`config.mk`:
```
export PLATFORM = sky130hd
export DESIGN_NAME = alu16Cascade
export DESIGN_NICKNAME = d
export VERILOG_FILES = /design/src/rtl/alu16_pkg.sv /design/src/rtl/alu16Ctrl.sv /design/src/rtl/alu16Lookahead.sv /design/src/rtl/alu16Slice.sv /design/src/rtl/alu16Datapath.sv /design/src/rtl/alu16Cascade.sv
export SDC_FILE = /design/constraint.sdc
export NUM_CORES = 1
export LEC_CHECK = 0
export BUFFER_PORTS_ARGS = -buffer_cell sky130_fd_sc_hd__buf_2
export CORE_MARGIN = 5
export CORE_UTILIZATION = 60
export DETAILED_ROUTE_END_ITERATION = 10
export GPL_TIMING_DRIVEN = 0
export PLACE_DENSITY = 0.87
export SLEW_MARGIN = 20
export SYNTH_ARGS = -nofsm -noshare
export SYNTH_HDL_FRONTEND = slang
export SYNTH_SLANG_ARGS = --single-unit
```
`constraint.sdc`:
```
create_clock -name vclk -period 8.6
set_input_delay 1.29 -clock vclk [all_inputs]
set_output_delay 1.29 -clock vclk [all_outputs]
set_load 0.01 [all_outputs]
```
`src/rtl/alu16_pkg.sv`:
```
package alu16_pkg;

  localparam int SLICE_W    = 4;
  localparam int NUM_SLICES = 4;
  localparam int DATA_W     = SLICE_W * NUM_SLICES;
  localparam int SEL_W      = 3;

  typedef enum logic [SEL_W-1:0] {
    OP_CLEAR  = 3'd0,
    OP_BSUBA  = 3'd1,
    OP_ASUBB  = 3'd2,
    OP_ADD    = 3'd3,
    OP_XOR    = 3'd4,
    OP_OR     = 3'd5,
    OP_AND    = 3'd6,
    OP_PRESET = 3'd7
  } aluOp_e;

  typedef enum logic [1:0] {
    LOG_XOR = 2'd0,
    LOG_OR  = 2'd1,
    LOG_AND = 2'd2
  } logicOp_e;

  // Strobes from the decoder to every slice
  typedef struct packed {
    logic     arithEn;
    logic     invA;
    logic     invB;
    logic     forceLow;
    logic     forceHigh;
    logicOp_e logicOp;
  } aluStrobes_t;

  typedef struct packed {
    logic [SLICE_W-1:0] sum;
    logic               carryOut;
    logic               grpProp;
    logic               grpGen;
  } sliceCore_t;

  // Sum and group carry terms of one slice of effective operands
  function automatic sliceCore_t sliceCore(input logic [SLICE_W-1:0] aEff,
                                           input logic [SLICE_W-1:0] bEff,
                                           input logic               cin);
    sliceCore_t r;
    logic       c;
    c         = cin;
    r.grpProp = 1'b1;
    r.grpGen  = 1'b0;
    for (int i = 0; i < SLICE_W; i++) begin
      r.sum[i]  = aEff[i] ^ bEff[i] ^ c;
      c         = (aEff[i] & bEff[i]) | ((aEff[i] | bEff[i]) & c);
      r.grpGen  = (aEff[i] & bEff[i]) | ((aEff[i] | bEff[i]) & r.grpGen);
      r.grpProp = r.grpProp & (aEff[i] | bEff[i]);
    end
    r.carryOut = c;
    return r;
  endfunction

  // Final per-slice result selection
  function automatic logic [SLICE_W-1:0] sliceResult(input aluStrobes_t        s,
                                                     input logic [SLICE_W-1:0] a,
                                                     input logic [SLICE_W-1:0] b,
                                                     input logic [SLICE_W-1:0] sum);
    logic [SLICE_W-1:0] r;
    if (s.forceLow)       r = '0;
    else if (s.forceHigh) r = '1;
    else if (s.arithEn)   r = sum;
    else begin
      case (s.logicOp)
        LOG_XOR: r = a ^ b;
        LOG_OR:  r = a | b;
        LOG_AND: r = a & b;
        default: r = '0;
      endcase
    end
    return r;
  endfunction

endpackage

```
`src/rtl/alu16Ctrl.sv`:
```
module alu16Ctrl
  import alu16_pkg::*;
(
  input  logic [SEL_W-1:0] opSel,
  output aluStrobes_t      strobes
);

  always_comb begin
    strobes = '{arithEn: 1'b0, invA: 1'b0, invB: 1'b0,
                forceLow: 1'b0, forceHigh: 1'b0, logicOp: LOG_XOR};
    case (aluOp_e'(opSel))
      OP_CLEAR:  strobes.forceLow  = 1'b1;
      OP_BSUBA:  begin strobes.arithEn = 1'b1; strobes.invA = 1'b1; end
      OP_ASUBB:  begin strobes.arithEn = 1'b1; strobes.invB = 1'b1; end
      OP_ADD:    strobes.arithEn   = 1'b1;
      OP_XOR:    strobes.logicOp   = LOG_XOR;
      OP_OR:     strobes.logicOp   = LOG_OR;
      OP_AND:    strobes.logicOp   = LOG_AND;
      OP_PRESET: strobes.forceHigh = 1'b1;
      default:   strobes.forceLow  = 1'b1;
    endcase
  end

  always_comb begin
    AST_ONE_RESULT_SOURCE: assert ($onehot0({strobes.arithEn, strobes.forceLow, strobes.forceHigh}))
      else $error("more than one result source selected");
    AST_SINGLE_INVERT: assert (!(strobes.invA && strobes.invB))
      else $error("both operands inverted");
    AST_INVERT_ONLY_ARITH: assert (strobes.arithEn || !(strobes.invA || strobes.invB))
      else $error("inversion outside arithmetic");
  end

endmodule

```
`src/rtl/alu16Lookahead.sv`:
```
module alu16Lookahead #(
  parameter int NUM_GRP = 3
) (
  input  logic [NUM_GRP-1:0] grpProp,
  input  logic [NUM_GRP-1:0] grpGen,
  input  logic               carryIn,
  output logic [NUM_GRP-1:0] grpCarry   // grpCarry[k] enters group k+1
);

  // Each carry is a flat sum of products; no term waits on another carry
  always_comb begin
    logic term;
    logic chainP;
    for (int k = 0; k < NUM_GRP; k++) begin
      term   = 1'b0;
      chainP = 1'b1;
      for (int j = k; j >= 0; j--) begin
        term   = term | (grpGen[j] & chainP);
        chainP = chainP & grpProp[j];
      end
      grpCarry[k] = term | (chainP & carryIn);
    end
  end

  always_comb begin
    AST_LA_FIRST: assert (grpCarry[0] == (grpGen[0] | (grpProp[0] & carryIn)))
      else $error("first look-ahead carry wrong");
    for (int k = 1; k < NUM_GRP; k++) begin
      AST_LA_CHAIN: assert (grpCarry[k] == (grpGen[k] | (grpProp[k] & grpCarry[k-1])))
        else $error("look-ahead carry %0d inconsistent", k);
    end
  end

endmodule

```
`src/rtl/alu16Slice.sv`:
```
module alu16Slice
  import alu16_pkg::*;
(
  input  logic [SLICE_W-1:0] sliceA,
  input  logic [SLICE_W-1:0] sliceB,
  input  logic               carryIn,
  input  aluStrobes_t        strobes,
  output logic [SLICE_W-1:0] sliceF,
  output logic               grpProp,
  output logic               grpGen
);

  logic [SLICE_W-1:0] aEff;
  logic [SLICE_W-1:0] bEff;
  sliceCore_t         core;

  assign aEff    = strobes.invA ? ~sliceA : sliceA;
  assign bEff    = strobes.invB ? ~sliceB : sliceB;
  assign core    = sliceCore(aEff, bEff, carryIn);
  assign sliceF  = sliceResult(strobes, sliceA, sliceB, core.sum);
  assign grpProp = core.grpProp;
  assign grpGen  = core.grpGen;

  always_comb begin
    if (strobes.arithEn)
      AST_SLICE_GROUP_CARRY: assert (core.carryOut == (grpGen | (grpProp & carryIn)))
        else $error("slice ripple carry disagrees with group terms");
  end

endmodule

```
`src/rtl/alu16Datapath.sv`:
```
module alu16Datapath
  import alu16_pkg::*;
(
  input  logic [DATA_W-1:0] opA,
  input  logic [DATA_W-1:0] opB,
  input  logic              carryIn,
  input  aluStrobes_t       strobes,
  output logic [DATA_W-1:0] resF,
  output logic              carryOut,
  output logic              overflow
);

  localparam int LOW_SLICES = NUM_SLICES - 1;
  localparam int TOP_LSB    = LOW_SLICES * SLICE_W;
  localparam int MSB        = SLICE_W - 1;

  logic [LOW_SLICES-1:0] lowProp;
  logic [LOW_SLICES-1:0] lowGen;
  logic [LOW_SLICES-1:0] laCarry;
  logic [NUM_SLICES-1:0] sliceCin;

  assign sliceCin[0] = carryIn;

  alu16Lookahead #(
    .NUM_GRP (LOW_SLICES)
  ) u_lookahead (
    .grpProp  (lowProp),
    .grpGen   (lowGen),
    .carryIn  (carryIn),
    .grpCarry (laCarry)
  );

  for (genvar s = 0; s < LOW_SLICES; s++) begin : g_lowSlice
    assign sliceCin[s+1] = laCarry[s];
    alu16Slice u_slice (
      .sliceA  (opA[s*SLICE_W +: SLICE_W]),
      .sliceB  (opB[s*SLICE_W +: SLICE_W]),
      .carryIn (sliceCin[s]),
      .strobes (strobes),
      .sliceF  (resF[s*SLICE_W +: SLICE_W]),
      .grpProp (lowProp[s]),
      .grpGen  (lowGen[s])
    );
  end

  // Most significant slice: resolves carry-out and overflow
  logic [SLICE_W-1:0] topA;
  logic [SLICE_W-1:0] topB;
  logic [SLICE_W-1:0] topAEff;
  logic [SLICE_W-1:0] topBEff;
  sliceCore_t         topCore;

  assign topA    = opA[TOP_LSB +: SLICE_W];
  assign topB    = opB[TOP_LSB +: SLICE_W];
  assign topAEff = strobes.invA ? ~topA : topA;
  assign topBEff = strobes.invB ? ~topB : topB;
  assign topCore = sliceCore(topAEff, topBEff, sliceCin[NUM_SLICES-1]);

  assign resF[TOP_LSB +: SLICE_W] = sliceResult(strobes, topA, topB, topCore.sum);
  assign carryOut = strobes.arithEn &
                    (topCore.grpGen | (topCore.grpProp & sliceCin[NUM_SLICES-1]));
  assign overflow = strobes.arithEn & (topAEff[MSB] == topBEff[MSB]) &
                    (topCore.sum[MSB] != topAEff[MSB]);

  always_comb begin
    if (strobes.arithEn)
      AST_TOP_CARRY: assert (carryOut == topCore.carryOut)
        else $error("top slice carry-out mismatch");
    if (!strobes.arithEn)
      AST_FLAGS_QUIET: assert (!carryOut && !overflow)
        else $error("flags raised outside arithmetic");
  end

endmodule

```
`src/rtl/alu16Cascade.sv`:
```
module alu16Cascade
  import alu16_pkg::*;
(
  input  logic [DATA_W-1:0] opA,
  input  logic [DATA_W-1:0] opB,
  input  logic [SEL_W-1:0]  opSel,
  input  logic              carryIn,
  output logic [DATA_W-1:0] resF,
  output logic              carryOut,
  output logic              overflow
);

  aluStrobes_t strobes;

  alu16Ctrl u_ctrl (
    .opSel   (opSel),
    .strobes (strobes)
  );

  alu16Datapath u_datapath (
    .opA      (opA),
    .opB      (opB),
    .carryIn  (carryIn),
    .strobes  (strobes),
    .resF     (resF),
    .carryOut (carryOut),
    .overflow (overflow)
  );

  // Port-level checks against a plain wide-adder model
  logic [DATA_W:0]   fullAdd;
  logic [DATA_W:0]   fullAsubB;
  logic [DATA_W:0]   fullBsubA;
  logic [DATA_W-1:0] chkA;
  logic [DATA_W-1:0] chkB;
  logic [DATA_W-1:0] lowSum;

  always_comb begin
    fullAdd   = {1'b0, opA}  + {1'b0, opB}  + {{DATA_W{1'b0}}, carryIn};
    fullAsubB = {1'b0, opA}  + {1'b0, ~opB} + {{DATA_W{1'b0}}, carryIn};
    fullBsubA = {1'b0, ~opA} + {1'b0, opB}  + {{DATA_W{1'b0}}, carryIn};
    chkA = (opSel == OP_BSUBA) ? ~opA : opA;
    chkB = (opSel == OP_ASUBB) ? ~opB : opB;
    lowSum = {1'b0, chkA[DATA_W-2:0]} + {1'b0, chkB[DATA_W-2:0]} + {{(DATA_W-1){1'b0}}, carryIn};

    if (opSel == OP_CLEAR)
      AST_CLEAR_ZERO: assert (resF == '0 && !carryOut && !overflow)
        else $error("clear result wrong");
    if (opSel == OP_PRESET)
      AST_PRESET_ONES: assert (resF == '1 && !carryOut && !overflow)
        else $error("preset result wrong");
    if (opSel == OP_ADD)
      AST_ADD_SUM: assert ({carryOut, resF} == fullAdd)
        else $error("add result wrong");
    if (opSel == OP_ASUBB)
      AST_ASUBB_SUM: assert ({carryOut, resF} == fullAsubB)
        else $error("A minus B wrong");
    if (opSel == OP_BSUBA)
      AST_BSUBA_SUM: assert ({carryOut, resF} == fullBsubA)
        else $error("B minus A wrong");
    if (opSel == OP_ADD || opSel == OP_ASUBB || opSel == OP_BSUBA)
      AST_OVERFLOW_CARRIES: assert (overflow == (lowSum[DATA_W-1] ^ carryOut))
        else $error("overflow disagrees with msb carries");
  end

endmodule

```
; ---- Word-level counts from Yosys, hierarchy flattened
; Cells that the tools add are included.
[word_totals]
register_bits = 0
out_inout_bits = 18
word_cells = 207
[op_classes]
n_eq_ne = 10
mux = 30
bitwise_logic = 164
n_reduce_logical = 3
[op_table]
columns = op, count
row1 = $mux 4, 20
row2 = $and 1x1->1, 65
row3 = $pmux 4 s3, 4
row4 = $or 1x1->1, 47
row5 = $not 4->4, 8
row6 = $xor 1x1->1, 32
row7 = $and 4x4->4, 4
row8 = $or 4x4->4, 4
row9 = $xor 4x4->4, 4
row10 = $eq 3x3->1 const B, 3
row11 = $eq 3x2->1 const B, 2
row12 = $mux 1, 5
row13 = $pmux 2 s2, 1
row14 = $eq 3x1->1 const B, 1
row15 = $logic_not 3->1, 1
row16 = $reduce_or 3->1, 1
row17 = $eq 2x1->1 const B, 1
row18 = $eq 2x2->1 const B, 1
row19 = $logic_not 2->1, 1
row20 = $eq 1x1->1, 1
row21 = $ne 1x1->1, 1

; ---- Longest topological paths before layout
; Gate-level depths: netlist of run 1.
[logic_depth]
word_depth = 24
depth_mapped = 20

; ---- By module
; Synthesis of run 1 repeated with hierarchy kept, for this count alone.
[hier_totals]
cells_unflattened = 302
area_unflattened_um2 = 2503.7
[by_module_without_submodules]
columns = mod, n_inst, cells_per_inst, area_per_inst_um2
row1 = alu16Slice, 3, 74, 596.8
row2 = alu16Datapath, 1, 69, 624.3
row3 = alu16Ctrl, 1, 7, 57.6
row4 = alu16Lookahead, 1, 4, 31.3

; ---- Worst setup path after synthesis of run 1
; Ideal clock, no wire load.
[synth_path]
path_type = input port to output port
startpoint = input port opSel[2]
endpoint = output port resF[15]
t_arrival_ns = 4.758
path_slack_ns = 2.552
path_stages = 17
path_buffers = 3
path_cell_list = clkbuf_1 > and2b_1 > buf_6 > buf_8 > xnor2_1 > inv_1 > ha_1 > nor4_1 > a21oi_1 > a211oi_1 > or3_1 > fa_1 > inv_1 > fa_1 > fa_1 > xor2_1 > o21ai_0
[synth_between]
elab_chain_cells = 24
word_cells_on_any_way = 102
cone_classes = eq/ne: 8 / mux: 18 / bitwise: 73 / reduce/logical: 3
[synth_rtl]
columns = item, line_no
row1 = "start, declared", alu16Cascade.sv:6  ; input logic [SEL_W-1:0] opSel,
row2 = $eq 3x1->1 or $eq 3x2->1 (tied branches), alu16Ctrl.sv:11  ; case (aluOp_e'(opSel))
row3 = $mux 1, alu16Ctrl.sv:11
row4 = "$mux 4, on equally long branches", "alu16Slice.sv:17, alu16Slice.sv:18"
row5 = $or 1x1->1 or $and 1x1->1 (tied branches), "alu16_pkg.sv:54, alu16_pkg.sv:55"
row6 = $and 1x1->1, alu16_pkg.sv:54  ; r.grpGen = (aEff[i] & bEff[i]) | ((aEff[i] | bEff[i]) & r.grpGen);
row7 = $or 1x1->1, alu16_pkg.sv:54
row8 = $and 1x1->1, alu16_pkg.sv:54
row9 = $or 1x1->1, alu16_pkg.sv:54
row10 = [... 8 more ...], n/a
row11 = $and 1x1->1, alu16_pkg.sv:53  ; c = (aEff[i] & bEff[i]) | ((aEff[i] | bEff[i]) & c);
row12 = $or 1x1->1, alu16_pkg.sv:53
row13 = $and 1x1->1, alu16_pkg.sv:53
row14 = $or 1x1->1, alu16_pkg.sv:53
row15 = $xor 1x1->1, alu16_pkg.sv:52  ; r.sum[i] = aEff[i] ^ bEff[i] ^ c;
row16 = $mux 4, alu16_pkg.sv:69  ; else if (s.arithEn) r = sum;
row17 = $mux 4, alu16_pkg.sv:68  ; else if (s.forceHigh) r = '1;
row18 = $mux 4 (*), alu16_pkg.sv:67  ; if (s.forceLow) r = '0;
row19 = "end, declared", alu16Cascade.sv:8  ; output logic [DATA_W-1:0] resF,
; Every way passes the cells marked *; elsewhere a longest branch is shown, timed or not.

; ---- Worst setup path after layout of run 1
[layout_path]
startpoint = input port opSel[0]
endpoint = output port resF[14]
[layout_between]
elab_chain_cells = 22
word_cells_on_any_way = 98
cone_classes = eq/ne: 8 / mux: 18 / bitwise: 69 / reduce/logical: 3
[layout_rtl]
columns = item, line_no
row1 = $eq 3x1->1 or $eq 3x2->1 (tied branches), alu16Ctrl.sv:11
row2 = $mux 1, alu16Ctrl.sv:11
row3 = "$mux 4, on equally long branches", "alu16Slice.sv:17, alu16Slice.sv:18"
row4 = $or 1x1->1 or $and 1x1->1 (tied branches), "alu16_pkg.sv:54, alu16_pkg.sv:55"
row5 = $and 1x1->1, alu16_pkg.sv:54
row6 = $or 1x1->1, alu16_pkg.sv:54
row7 = $and 1x1->1, alu16_pkg.sv:54
row8 = $or 1x1->1, alu16_pkg.sv:54
row9 = [... 6 more ...], n/a
row10 = $and 1x1->1, alu16_pkg.sv:53
row11 = $or 1x1->1, alu16_pkg.sv:53
row12 = $and 1x1->1, alu16_pkg.sv:53
row13 = $or 1x1->1, alu16_pkg.sv:53
row14 = $xor 1x1->1, alu16_pkg.sv:52
row15 = $mux 4, alu16_pkg.sv:69
row16 = $mux 4, alu16_pkg.sv:68
row17 = $mux 4 (*), alu16_pkg.sv:67
; Marked as above.

==> results by group, run 1 <==
Yosys
  – Mapped Avg Cell Area: between 7 and 8 µm²
  – Yosys cell types: 35
  – Syn nets: 422
  – Register area share after synthesis: 0
  – Cells after Synth: 310
  – Synth area leader: ha_1
  – Yosys top cell area share: 0.329
  – Synth warn: 0
  – Syn Std Cell Area: around 0.0024 mm²
  – Synth top area cells: ha_1 33%, xnor2_1 13%, inv_1 11%

STA
  – Hold Fails Final Rpt: 0
  – Max-slew violations: 0
  – Setup violations, final: 0
  – Maximum clock rate: between 100 and 150 MHz
  – Unrepaired setup endpoints after global routing: false
  – Least-Margin Pin Slew: about 0.72 ns
  – Setup TNS: 0 ns
  – Fin crit share: 0.795
  – Minimum clock period: 6.83 ns
  – Worst slew margin: 0.515

Min path
  – Type of the worst min-delay path: in2out
  – Min-Delay Path Depth: 4
  – Hold_sp: opSel[0]
  – WHS Endpoint: resF[11]

Finish
  – Clock buffer count in the final layout: 0
  – Most common cell after layout, fill and taps aside: inv_1
  – Share of cells above drive strength 1: 0.207
  – Nets: roughly 480
  – P&R area growth vs syn: 13.3%
  – Most frequent cells in the layout: 73 x inv_1, 64 x ha_1, 54 x buf_2
  – Ant diodes: 0
  – Sequential cell area: 0 µm²
  – Num sequential: 0

Power and ir drop
  – PwrDens: about 67 mW/mm²
  – Peak supply drop: approximately 0.042 mV
  – Power, Total: approximately 0.18 mW
  – Leak Pwr: 1.50 nW

Placement
  – Number of port buffers: 52
  – Hpwl dp: approximately 4800 µm
  – Placer Congestion: ~0.84

Global route
  – Initial antenna violation count: 0
  – Vias in the first global route: around 2300
  – First-pass GRT wire length: just under 10000 µm
  – Tot GR Track Use: 0.222
  – GRT Residual Overflow: 0
  – Largest net degree at the start of global routing: 11

Die
  – Initial core utilization: 0.612
  – Die Wd: between 70 and 80 µm
  – Row cnt: 23
  – Total die area: between 0.005 and 0.006 mm²
  – Core area: 0.00397 mm²
  – Die height: between 70 and 80 µm
  – IO Pins: between 50 and 60

Status
  – Outcome: finished, final reports clean

Setup path
  – Max Fanout on Critical Path: 10
  – Worst Path Required: around 7.3 ns
  – CP Class: in2out
  – Crit path arrival time: roughly 5.5 ns
  – Setup crit end kind: output port
  – CP Launch Type: input pin

Drt
  – Antenna-violating nets left: 0
  – Drt total wl: 5780 µm
  – Wire per inst: between 10 and 15 µm
  – Via Count: approximately 2100
  – Drt via density: approximately 5.1
  – Router iterations before antenna repair: 4
  – DRC errors left: 0
  – Initial DRC count: 89

Clocking
  – CTS resizes: 0
  – CTS Hold Bufs: 0
  – Setup Fix Bufs, Post-CTS: 0

Flow run
  – Max_cap viols: 0
cell type report:
cell class	instances	area (µm²)
timing repair buffer	52	260
tap	50	62.6
buffer	13	88.8
multi-input combinational	224	2070
fill	316	1220
inverter	73	274
worst max path at each step:
stage / from / end / slack, ns / cells after the start
final: opSel[0] / resF[14] / 1.77 / 19
after global routing: opSel[0] / resF[14] / 1.49 / 19
after CTS: opSel[0] / resF[14] / 1.82 / 19
after detailed placement: opSel[0] / resF[14] / 1.82 / 19
after global placement: opSel[0] / resF[14] / 1.93 / 19
after floorplan: opSel[2] / resF[15] / 2.55 / 17
cells in the mapped netlist (2+ instances only):
cell / number
nor2b_1: 3
nand2_1: 23
a21oi_1: 11
nor2_1: 6
nand2b_1: 3
clkbuf_1: 6
nor3b_1: 2
buf_6: 3
fa_1: 12
ha_1: 64
inv_1: 73
a211oi_1: 4
xnor2_1: 35
buf_2: 2
o21ai_0: 16
o22ai_1: 2
mux2_2: 11
nor4_1: 4
o211ai_1: 11
o31ai_1: 4
per-stage QoR:
stage	setup WS [ns]	cells	hold slack, ns	instance area, µm²	util
3_5_place_dp	1.82	412	3.04	2760	0.694
5_1_grt	1.49	412	3.08	2760	0.694
6_report	1.77	412	3.06	2760	0.694
2_1_floorplan	2.55	310	2.78	2430	-
3_3_place_gp	1.93	412	3.05	2760	0.694
4_1_cts	1.82	412	3.05	2760	0.694
power by group:
group | internal [mW] | switching [mW]
Sequential | 0 | 0
Clock | 0 | 0
Combinational | 0.0809 | 0.104
critical path: stages:
cell and delay (ns):
buf_2 0.13, nand2b_1 0.27, nor2_2 0.47, buf_6 0.26
xnor2_1 0.22, inv_1 0.08, ha_1 0.19, nor4_1 0.39
nand2_1 0.10, a211oi_1 0.35, or3_1 0.20, fa_1 0.17
inv_1 0.06, fa_1 0.40, fa_1 0.45, nor2_1 0.11
o22ai_1 0.08, a21oi_1 0.16, buf_2 0.15
kinds of logic after synthesis:
group	synth area share
buffers and inverters	0.149
adders and majority gates	0.428
AOI/OAI and AO/OA	0.126
and+or+nand+nor	0.105
xor gates and xnor gates	0.141
muxes	0.0509
routing by layer:
metal  global-route usage  wire (µm)  vias to the layer above
met4               0.0322         48                        0
met2                0.437       3090                       63
met1                0.269       2370                      983
li1                     -          -                     1071
met5                    0          0                        -
met3              0.00274        276                        4
Note: power is estimated with default switching activity, not from simulation.
==> run 2, diff against run 1 <==
--- a/config.mk
+++ b/config.mk
@@ -7,10 +7,10 @@
 export LEC_CHECK = 0
 export BUFFER_PORTS_ARGS = -buffer_cell sky130_fd_sc_hd__buf_2
 export CORE_MARGIN = 5
-export CORE_UTILIZATION = 60
+export CORE_UTILIZATION = 53
 export DETAILED_ROUTE_END_ITERATION = 10
 export GPL_TIMING_DRIVEN = 0
-export PLACE_DENSITY = 0.87
+export PLACE_DENSITY = 0.81
 export SLEW_MARGIN = 20
 export SYNTH_ARGS = -nofsm -noshare
 export SYNTH_HDL_FRONTEND = slang
==> constraint.sdc (replaced) <==
create_clock -name vclk -period 5.95
set_input_delay 0.8925 -clock vclk [all_inputs]
set_output_delay 0.8925 -clock vclk [all_outputs]
set_load 0.01 [all_outputs]
==> results by group, run 2 (synthesized netlist as in run 1, its figures left out) <==
Status
  – Outcome: finished, final reports clean (unchanged)

STA
  – Setup violations, final: 0 (unchanged)
  – Hold Fails Final Rpt: 0 (unchanged)
  – Least-Margin Pin Slew: 0.737 ns (was 0.721 ns)
  – Fin crit share: 0.956
  – Minimum clock period: 5.69 ns
  – Setup TNS: 0 ns (unchanged)
  – Setup WS post-layout: 0.263 ns (was 1.77 ns)
  – Maximum clock rate: between 150 and 200 MHz
  – Hold Slack: 2.28 ns (was 3.06 ns)
  – Max-slew violations: 0 (unchanged)
  – Worst slew margin: 0.504 (was 0.515)

Setup path
  – Setup crit end kind: output port (unchanged)
  – CP Launch Type: input pin (unchanged)
  – Crit path arrival time: 4.79 ns (was 5.54 ns)
  – CP Class: in2out (unchanged)
  – Worst Path Required: 5.06 ns (was 7.31 ns)
  – Max Fanout on Critical Path: 10 (unchanged)
  – Worst Setup SP: opSel[0] (unchanged)
  – Worst Setup EP: resF[14] (unchanged)

Power and ir drop
  – PwrDens: 95.5 mW/mm² (was 67.0 mW/mm²)
  – Sequential power share: 0 (about the same)
  – Combinational cell fraction of total power: 1.000 (about the same)
  – Leak Pwr: 1.52 nW (was 1.50 nW)
  – Peak supply drop: 0.0484 mV (was 0.0418 mV)
  – Int Pwr: 0.120 mW (was 0.0809 mW)
  – Sw Share: 0.555 (was 0.561)
  – P_sw: 0.149 mW (was 0.104 mW)
  – Clock share of power: 0 (about the same)

Die
  – Die Wd: 77.7 µm (was 73.7 µm)
  – Row cnt: 24 (was 23)
  – Die height: 77.7 µm (was 73.7 µm)
  – IO Pins: 54 (unchanged)
  – Total die area: 0.00604 mm² (was 0.00543 mm²)
  – Core area: 0.00441 mm² (was 0.00397 mm²)
  – Initial core utilization: 0.551 (was 0.612)

Finish
  – Fin util: 0.637 (was 0.694)
  – Nets: 478 (was 476)
  – Num sequential: 0 (unchanged)
  – Sequential cell area: 0 µm² (unchanged)
  – Filler Cell Count: 377 (was 316)
  – Ant diodes: 0 (unchanged)
  – Post-route cell area: 0.00281 mm² (was 0.00276 mm²)
  – Most frequent cells in the layout: 73 x inv_1, 64 x ha_1, 54 x buf_2 (unchanged)
  – Most common cell after layout, fill and taps aside: inv_1 (unchanged)
  – P&R area growth vs syn: 15.6% (was 13.3%)
  – Share of cells above drive strength 1: 0.228 (was 0.207)
  – Clock buffer count in the final layout: 0 (unchanged)

Global route
  – Tot GR Track Use: 0.184 (was 0.222)
  – Vias in the first global route: 2149 (was 2287)
  – Initial antenna violation count: 0 (unchanged)
  – GRT Residual Overflow: 0 (unchanged)
  – First-pass GRT wire length: 9470 µm (was 9720 µm)
  – Largest net degree at the start of global routing: 11 (unchanged)

Flow run
  – Max_cap viols: 0 (unchanged)

Drt
  – Drt via density: 5.10 (was 5.15)
  – DRC errors left: 0 (unchanged)
  – Via Count: 2123 (was 2121)
  – Router iterations before antenna repair: 5 (was 4)
  – Antenna-violating nets left: 0 (unchanged)
  – Wire per inst: 13.6 µm (was 14.0 µm)
  – Initial DRC count: 60 (was 89)
  – Drt total wl: 5670 µm (was 5780 µm)

Min path
  – Type of the worst min-delay path: in2out (unchanged)

Clocking
  – CTS Hold Bufs: 0 (unchanged)

Placement
  – Placer Congestion: 0.802 (was 0.838)
  – Pre-CTS setup slack: -0.0959 ns (was 1.82 ns)
  – DP Area: 0.00276 mm² (about the same)
  – Number of port buffers: 52 (unchanged)
  – Hpwl dp: 4840 µm (about the same)
-- run 2: cell types whose count changed in the layout (fill, tap and decap cells not counted) --
cell,previous run,this run
xnor2_1,35,32
xnor2_2,0,3
buf_4,1,3
a211oi_1,4,3
a211oi_2,0,1
clkbuf_1,6,5
clkbuf_2,0,1
nor2_2,1,0
nor2_4,0,1
nor4_1,4,3
nor4_2,0,1
-- run 2: how the worst min path moves through the flow --
stage | cells after the start | slack [ns] | from | endpoint
final | 4 | 2.28 | opSel[2] | resF[12]
after global routing | 4 | 2.32 | opSel[0] | resF[11]
after CTS | 4 | 2.27 | opSel[0] | resF[11]
after detailed placement | 4 | 2.26 | opSel[0] | resF[11]
after global placement | 4 | 2.27 | opSel[0] | resF[11]
after floorplan | 2 | 1.99 | opSel[0] | resF[11]
-- run 2: layout make-up --
| cell class | count | area [µm²] | share of cell area |
|---|---|---|---|
| multi-input cells | 224 | 2110 | 0.750 |
| repair buffers | 54 | 275 | 0.0979 |
| well taps | 52 | 65.1 | 0.0231 |
| plain buffers | 13 | 90.1 | 0.0320 |
| inverters | 73 | 274 | 0.0974 |
-- run 2: what timing repair did --
item,4_1_cts,5_1_grt
pin swaps,0,1
setup endpoints to repair,3,3
setup buffers,0,2
cloned,0,0
hold endpoints to repair,0,0
resized for setup,1,7
-- run 2: stage by stage --
stage | power [mW] | std cells
3_3_place_gp | 0.253 | 414
2_1_floorplan | 0.182 | 310
3_5_place_dp | 0.264 | 414
6_report | 0.269 | 416
5_1_grt | 0.303 | 416
4_1_cts | 0.266 | 414
-- run 2: layer usage --
layer,share of wire,vias to the layer above,GRT usage
li1,-,1083,-
met1,0.44,997,0.239
met2,0.53,43,0.348
met3,0.036,0,0.00579
met4,0,0,0.0103
met5,0,-,0
-- run 2: power by group through the flow --
stage / registers (mW) / logic, mW / clock network [mW]
6_report: 0 / 0.269 / 0
5_1_grt: 0 / 0.303 / 0
4_1_cts: 0 / 0.266 / 0
3_5_place_dp: 0 / 0.264 / 0
3_3_place_gp: 0 / 0.253 / 0
2_1_floorplan: 0 / 0.182 / 0
-- run 2: critical path: stages --
cell and delay, ns:
buf_2 0.14, nor2b_4 0.13, buf_6 0.13, and2b_1 0.16
buf_6 0.16, buf_8 0.17, xnor2_2 0.21, inv_1 0.07
ha_1 0.23, nor4_1 0.31, a21oi_1 0.15, a211oi_2 0.31
or3_1 0.18, fa_1 0.16, inv_1 0.05, fa_1 0.40
fa_1 0.45, nor2_1 0.11, o22ai_1 0.08, a21oi_1 0.15
buf_2 0.15
